## src/rtl/wkf_pkg.sv

```systemverilog
package wkf_pkg;

    typedef enum logic {
        BUS_SIMPLE = 1'b0,
        BUS_FLOAT  = 1'b1
    } bus_variant_e;

    typedef enum logic [1:0] {
        WIN_IDLE  = 2'd0,
        WIN_OPEN  = 2'd1,
        WIN_BLOCK = 2'd2
    } win_state_e;

    function automatic int cnt_w(input int n);
        return (n < 2) ? 1 : $clog2(n + 1);
    endfunction

endpackage

```

## src/rtl/wkf_sync.sv

```systemverilog
module wkf_sync #(
    parameter int WIDTH = 2
) (
    input  logic             clk,
    input  logic             rst,
    input  logic [WIDTH-1:0] d,
    output logic [WIDTH-1:0] q
);
    for (genvar b = 0; b < WIDTH; b++) begin : g_bit
        logic s1, s2;
        always_ff @(posedge clk) begin
            if (rst) begin
                s1 <= 1'b1;
                s2 <= 1'b1;
            end else begin
                s1 <= d[b];
                s2 <= s1;
            end
        end
        assign q[b] = s2;
    end
endmodule

```

## src/rtl/wkf_local_qual.sv

```systemverilog
module wkf_local_qual
    import wkf_pkg::*;
#(
    parameter int HIGH_TICKS = 6,
    parameter int LOW_TICKS  = 10
) (
    input  logic clk,
    input  logic rst,
    input  logic arm,
    input  logic wake_lvl,
    output logic wake_pulse,
    output logic txd_pd
);
    localparam int HW = cnt_w(HIGH_TICKS);
    localparam int LW = cnt_w(LOW_TICKS);

    logic [HW-1:0] hi_cnt;
    logic [LW-1:0] lo_cnt;
    logic          qualified;

    always_ff @(posedge clk) begin
        if (rst || !arm) begin
            hi_cnt     <= '0;
            lo_cnt     <= '0;
            qualified  <= 1'b0;
            wake_pulse <= 1'b0;
            txd_pd     <= 1'b0;
        end else begin
            wake_pulse <= 1'b0;
            if (wake_lvl) begin
                lo_cnt <= '0;
                if (hi_cnt != HW'(HIGH_TICKS)) hi_cnt <= hi_cnt + 1'b1;
                qualified <= (hi_cnt >= HW'(HIGH_TICKS - 1));
            end else begin
                hi_cnt <= '0;
                if (qualified) begin
                    if (lo_cnt == LW'(LOW_TICKS - 1)) begin
                        wake_pulse <= 1'b1;
                        txd_pd     <= 1'b1;
                        qualified  <= 1'b0;
                    end else begin
                        lo_cnt <= lo_cnt + 1'b1;
                    end
                end
            end
        end
    end
endmodule

```

## src/rtl/wkf_bus_qual.sv

```systemverilog
module wkf_bus_qual
    import wkf_pkg::*;
#(
    parameter int           DOM_TICKS   = 20,
    parameter int           FLOAT_TICKS = 60,
    parameter bus_variant_e BUS_MODE    = BUS_FLOAT
) (
    input  logic clk,
    input  logic rst,
    input  logic arm,
    input  logic bus_lvl,
    output logic bus_pulse
);
    localparam int DW = cnt_w(DOM_TICKS);
    localparam int WW = cnt_w(FLOAT_TICKS);

    win_state_e    state;
    logic [DW-1:0] dom_cnt;
    logic [WW-1:0] win_cnt;
    logic          dominant, hit, win_ok, opens, fire;

    assign dominant = !bus_lvl;
    assign hit      = dominant && (dom_cnt == DW'(DOM_TICKS - 1));

    if (BUS_MODE == BUS_FLOAT) begin : g_float
        assign win_ok = (state == WIN_OPEN) || (state == WIN_IDLE);
        assign opens  = 1'b1;
    end else begin : g_plain
        assign win_ok = (state != WIN_BLOCK);
        assign opens  = 1'b0;
    end

    assign fire = hit && win_ok;

    always_ff @(posedge clk) begin
        if (rst || !arm) begin
            state     <= WIN_IDLE;
            dom_cnt   <= '0;
            win_cnt   <= '0;
            bus_pulse <= 1'b0;
        end else begin
            bus_pulse <= fire;
            if (!dominant)  dom_cnt <= '0;
            else if (!hit)  dom_cnt <= dom_cnt + 1'b1;
            case (state)
                WIN_IDLE: begin
                    if (fire) state <= WIN_BLOCK;
                    else if (dominant && opens) begin
                        state   <= WIN_OPEN;
                        win_cnt <= WW'(1);
                    end
                end
                WIN_OPEN: begin
                    if (fire) state <= WIN_BLOCK;
                    else if (win_cnt == WW'(FLOAT_TICKS - 1))
                        state <= dominant ? WIN_BLOCK : WIN_IDLE;
                    else win_cnt <= win_cnt + 1'b1;
                end
                default: begin
                    if (!dominant) state <= WIN_IDLE;
                end
            endcase
        end
    end
endmodule

```

## src/rtl/lin_wake_filter.sv

```systemverilog
module lin_wake_filter
    import wkf_pkg::*;
#(
    parameter int           WAKE_HIGH_TICKS = 1200,
    parameter int           WAKE_LOW_TICKS  = 4000,
    parameter int           BUS_DOM_TICKS   = 18000,
    parameter int           FLOAT_TICKS     = 2000000,
    parameter bus_variant_e BUS_MODE        = BUS_FLOAT
) (
    input  logic clk,
    input  logic rst,
    input  logic sleep_i,
    input  logic wake_n_i,
    input  logic bus_rx_i,
    output logic local_wake_o,
    output logic bus_wake_o,
    output logic txd_pulldown_o
);
    logic [1:0] sync_q;
    logic       wake_s, bus_s;

    wkf_sync #(.WIDTH(2)) u_sync (
        .clk (clk),
        .rst (rst),
        .d   ({wake_n_i, bus_rx_i}),
        .q   (sync_q)
    );

    assign wake_s = sync_q[1];
    assign bus_s  = sync_q[0];

    wkf_local_qual #(
        .HIGH_TICKS (WAKE_HIGH_TICKS),
        .LOW_TICKS  (WAKE_LOW_TICKS)
    ) u_local (
        .clk        (clk),
        .rst        (rst),
        .arm        (sleep_i),
        .wake_lvl   (wake_s),
        .wake_pulse (local_wake_o),
        .txd_pd     (txd_pulldown_o)
    );

    wkf_bus_qual #(
        .DOM_TICKS   (BUS_DOM_TICKS),
        .FLOAT_TICKS (FLOAT_TICKS),
        .BUS_MODE    (BUS_MODE)
    ) u_bus (
        .clk       (clk),
        .rst       (rst),
        .arm       (sleep_i),
        .bus_lvl   (bus_s),
        .bus_pulse (bus_wake_o)
    );
endmodule

```

## config.mk

```make
export PLATFORM = sky130hd
export DESIGN_NAME = lin_wake_filter
export DESIGN_NICKNAME = d
export VERILOG_FILES = /design/src/rtl/wkf_pkg.sv /design/src/rtl/wkf_sync.sv /design/src/rtl/wkf_local_qual.sv /design/src/rtl/wkf_bus_qual.sv /design/src/rtl/lin_wake_filter.sv
export SDC_FILE = /design/constraint.sdc
export NUM_CORES = 1
export LEC_CHECK = 0
export ABC_AREA = 1
export CAP_MARGIN = 20
export CORE_ASPECT_RATIO = 1.2
export CORE_MARGIN = 8
export CORE_UTILIZATION = 50
export CTS_CLUSTER_DIAMETER = 120
export DETAILED_ROUTE_END_ITERATION = 7
export DONT_BUFFER_PORTS = 1
export GPL_TIMING_DRIVEN = 0
export HOLD_SLACK_MARGIN = 0.12
export PLACE_DENSITY_LB_ADDON = 0.12
export SYNTH_ARGS = -nofsm -noshare
export SYNTH_HDL_FRONTEND = slang
export SYNTH_SLANG_ARGS = --single-unit
```

## constraint.sdc

```tcl
create_clock -name clk -period 4.15 [get_ports clk]
set_clock_uncertainty 0.15 [all_clocks]
set_input_delay 1.245 -clock clk [delete_from_list [all_inputs] [get_ports clk]]
set_output_delay 1.245 -clock clk [all_outputs]
set_load 0.01 [all_outputs]
```

==> qor.tcl <==
set qor(outcome) {completed}
set qor(unrepaired_setup_endpoints_after_global_routing) {false}
set qor(core_region_area_mm2) 0.00719
set qor(hold_path_startpoint) {u_sync.g_bit[1].s1$_SDFF_PP1_}
set qor(via_count_of_the_first_global_routing_pass) 3171
set qor(ys_warn_count) 0
set qor(layout_setup_ws_ns) 1.77
set qor(yosys.area_share.adder) 0.0171
set qor(area_growth_pct) 8.53
set qor(seq_area_frac_synth) 0.378
set qor(postSynthCellCount) 560
set qor(count_of_cells_along_the_worst_register_to_register_path) 8
set qor(detail-route-antenna-nets) 0
set qor(leakagePower_uw) 0.00130
set qor(power_frac_seq) 0.528
set qor(report.final.hold_viol_count) 0
set qor(initial_core_util) 0.508
set qor(std_cell_rows) 34
set qor(ys.flop_type) {sky130_fd_sc_hd__dfxtp_1}
set qor(mappedNetlistNets) 570
set qor(cts-buffers-inserted) 9
set qor(worst_ep_arrival_time_ns) 2.53
set qor(timing.final.crit_period_ns) 2.38
set qor(grt_pass1_wl_um) 13700
set qor(clock.fmax_mhz) 420
set qor(cts_tree) {yes}
set qor(synthSimpleGateAreaFrac) 0.382
set qor(worst_r2r_endpoint) {u_local.lo_cnt[9]$_SDFFE_PP0P_}
set qor(n_fill_cell) 712
set qor(tns_ns) 0
set qor(floorplan.die_area_mm2) 0.0103
set qor(power_frac_clock) 0.442
set qor(drt-total-wl_um) 8070
set qor(antenna-diode-count) 0
set qor(cap_violations) 0
set qor(clock_insertion_delay_worst_skew_ns) 0.35
set qor(num_vias) 3459
set qor(critical_path.startpoint_type) {input pin}
set qor(post_synth_xor_area_fraction) 0.0336
set qor(yosys-mux-area-fraction) 0
set qor(hpwlAfterDp_um) 5990
set qor(p_int_uw) 961
set qor(holdPathEnd) {u_sync.g_bit[1].s2$_SDFF_PP1_}
set qor(timing.final.crit_share) 0.574
set qor(post_route_cells_drive_above_1_share) 0.0694
set qor(grt_max_degree) 14
set qor(remaining_drc_errors) 0
set qor(timing.hold.worst.class) {reg2reg}
set qor(slew_violations) 0
set qor(netSwitchingPower_uw) 306
set qor(gpl.final_weighted_congestion) 0.863
set qor(crit-reg2reg-launch) {u_local.lo_cnt[0]$_SDFFE_PP0P_}
set qor(final-setup-viol-count) 0
set qor(number_of_antenna_violations_at_the_first_check_in_global_routing) 0
set qor(power-per-cell-area_mw_per_mm2) 320
set qor(cts-root-buf) {sky130_fd_sc_hd__clkbuf_8}
set qor(io_pins) 8
set qor(mappedNetlistArea_mm2) 0.00365
set qor(combPwrFrac) 0.029
set qor(htree_num_levels) 3
set qor(via_density) 5.19
set qor(max-clock-path-buffers) 2
set qor(slew_headroom) 0.609
set qor(hold_path_depth) 1
set qor(numClockSinks) 69
set qor(synth_edf_count) 0
set qor(final_core_utilization) 0.551
set qor(path_clk_slew_ns) 0.08
set qor(detailedRoute.firstPassIterationCount) 4
set qor(timing_worst_slew_pin_value_ns) 0.584
set qor(post-place-ws_ns) 1.37
set qor(track_usage) 0.165
set qor(final_net_count) 581
set qor(r2r_setup_slack_ns) 2.22
set qor(floorplan.die.height_um) 110
set qor(wire_per_inst_um) 12.1
set qor(netSwitchingFraction) 0.241
set qor(drtIter0Drc) 193
set qor(cts_resizes) 0
set qor(postCtsHoldBufs) 0
set qor(syn_area_per_cell_um2) 6.52
set qor(postSynth.asyncResetShare) 0
set qor(timing.critical_path.to_type) {flop}
set qor(yosys.cell_types.count) 29
set qor(ir_drop_uv) 170
set qor(die_w_um) 94.0
set qor(worstPathRequired_ns) 4.30
set qor(cp_max_fo) 9
set qor(io_port_bufs) 0
set qor(yosys_register_bits) 69
set qor(post_cts_setup_buffer_count) 0
set qor(grt_remaining_overflow) 0
set qor(synth_top_family_by_area) {simple AND/OR/NAND/NOR gates}
set qor(synth_compound_gate_area_share) 0.104
set qor(path_type_of_the_worst_setup_path) {in2reg}
cells in the mapped netlist, drive strengths merged (2+ instances only):
| cell | n | area (µm²) |
|---|---|---|
| nand2 | 135 | 512 |
| nor2 | 94 | 358 |
| dfxtp | 69 | 1380 |
| inv | 61 | 229 |
| nand3 | 55 | 290 |
| a21oi | 48 | 240 |
| o21ai | 24 | 120 |
| nor3 | 22 | 115 |
| xor2 | 10 | 87.6 |
| nand4 | 8 | 50.1 |
| or2 | 8 | 50.1 |
| buf | 7 | 65.1 |
| ha | 5 | 62.6 |
| xnor2 | 4 | 35.0 |
| clkbuf | 3 | 11.3 |
| and2 | 2 | 12.5 |
layout by cell type (no fill, tap or decap), drive strengths merged:
master,Yosys,routed
clkinv,1,3
nand2,135,135
and2,2,2
o21ai,24,24
a31oi,1,1
dfxtp,69,69
nor2,94,94
o211ai,1,1
nand4,8,8
buf,7,7
xor2,10,10
a21oi,48,48
bufinv,0,1
xnor2,4,4
nor3b,1,1
inv,61,63
clkinvlp,0,1
ha,5,5
nand3,55,55
nor3,22,22
or2,8,8
a211oi,1,1
clkbuf,3,13
how the worst max path moves through the flow:
stage	cells past startpoint	from	end
after global routing	7	rst	u_bus.dom_cnt[9]$_SDFFE_PP0P_
final	7	rst	u_bus.dom_cnt[9]$_SDFFE_PP0P_
after CTS	7	rst	u_bus.dom_cnt[9]$_SDFFE_PP0P_
after global placement	7	rst	u_bus.dom_cnt[9]$_SDFFE_PP0P_
after floorplan	7	rst	u_bus.dom_cnt[9]$_SDFFE_PP0P_
after detailed placement	7	rst	u_bus.dom_cnt[9]$_SDFFE_PP0P_
layout make-up:
cell class                 count  area, µm²  area share
buffer                        10       76.3      0.0193
multi-input combinational    419       1960       0.495
sequential                    69       1380       0.348
clock inverter                 6       71.3      0.0180
inverter                      62        233      0.0587
tap                           90        113      0.0284
clock buffer                  10        128      0.0322
power by group through the flow:
stage,Sequential [µW],Combinational [µW],Clock (µW)
detailed placement,685,37.5,0
global route,670,42.5,601
finish,669,37.3,560
global placement,685,36.9,0
floorplan,684,27.5,0
CTS,669,37.6,577
metal layers:
| layer | share of wire | GRT usage | vias up | wire length, µm |
|---|---|---|---|---|
| met5 | 0 | 0 | - | 0 |
| met4 | 0.014 | 0.0749 | 0 | 110 |
| met3 | 0.032 | 0.0287 | 9 | 259 |
| met2 | 0.49 | 0.286 | 46 | 3950 |
| met1 | 0.46 | 0.193 | 1580 | 3750 |
| li1 | - | - | 1824 | - |
flip-flops by register name (all words and copies together) (netlist names):
register            flops
u_bus.dom_cnt          15
u_local.wake_pulse      1
u_bus.win_cnt          21
u_bus.bus_pulse         1
u_bus.state             2
u_sync.g_bit.s2         2
u_sync.g_bit.s1         2
u_local.hi_cnt         11
u_local.qualified       1
u_local.txd_pd          1
u_local.lo_cnt         12
critical path: stages:
cell and delay, ns:
sky130_fd_sc_hd__inv_1 0.03, sky130_fd_sc_hd__nand2_1 0.10, sky130_fd_sc_hd__nor2_1 0.39, sky130_fd_sc_hd__clkinv_1 0.38
sky130_fd_sc_hd__o21ai_0 0.23, sky130_fd_sc_hd__o21ai_0 0.10, sky130_fd_sc_hd__inv_1 0.05
metrics by stage:
stage / power (µW) / instances / hold WS, ns / cell area, µm²
floorplan: 711 / 560 / 0.239 / 3650
global placement: 722 / 650 / 0.245 / 3760
detailed placement: 722 / 650 / 0.252 / 3760
CTS: 1280 / 666 / 0.271 / 3960
global route: 1310 / 666 / 0.285 / 3960
finish: 1270 / 666 / 0.270 / 3960
cell families (layout without fill, tap and decap cells):
family,Yosys count,after routing
buffers and inverters,72,88
flip-flops,69,69
AO/OA/AOI/OAI,75,75
adder cells (fa/ha/maj),5,5
AND/OR/NAND/NOR,325,325
XOR/XNOR,14,14
Note: power is estimated with default switching activity, not from simulation.
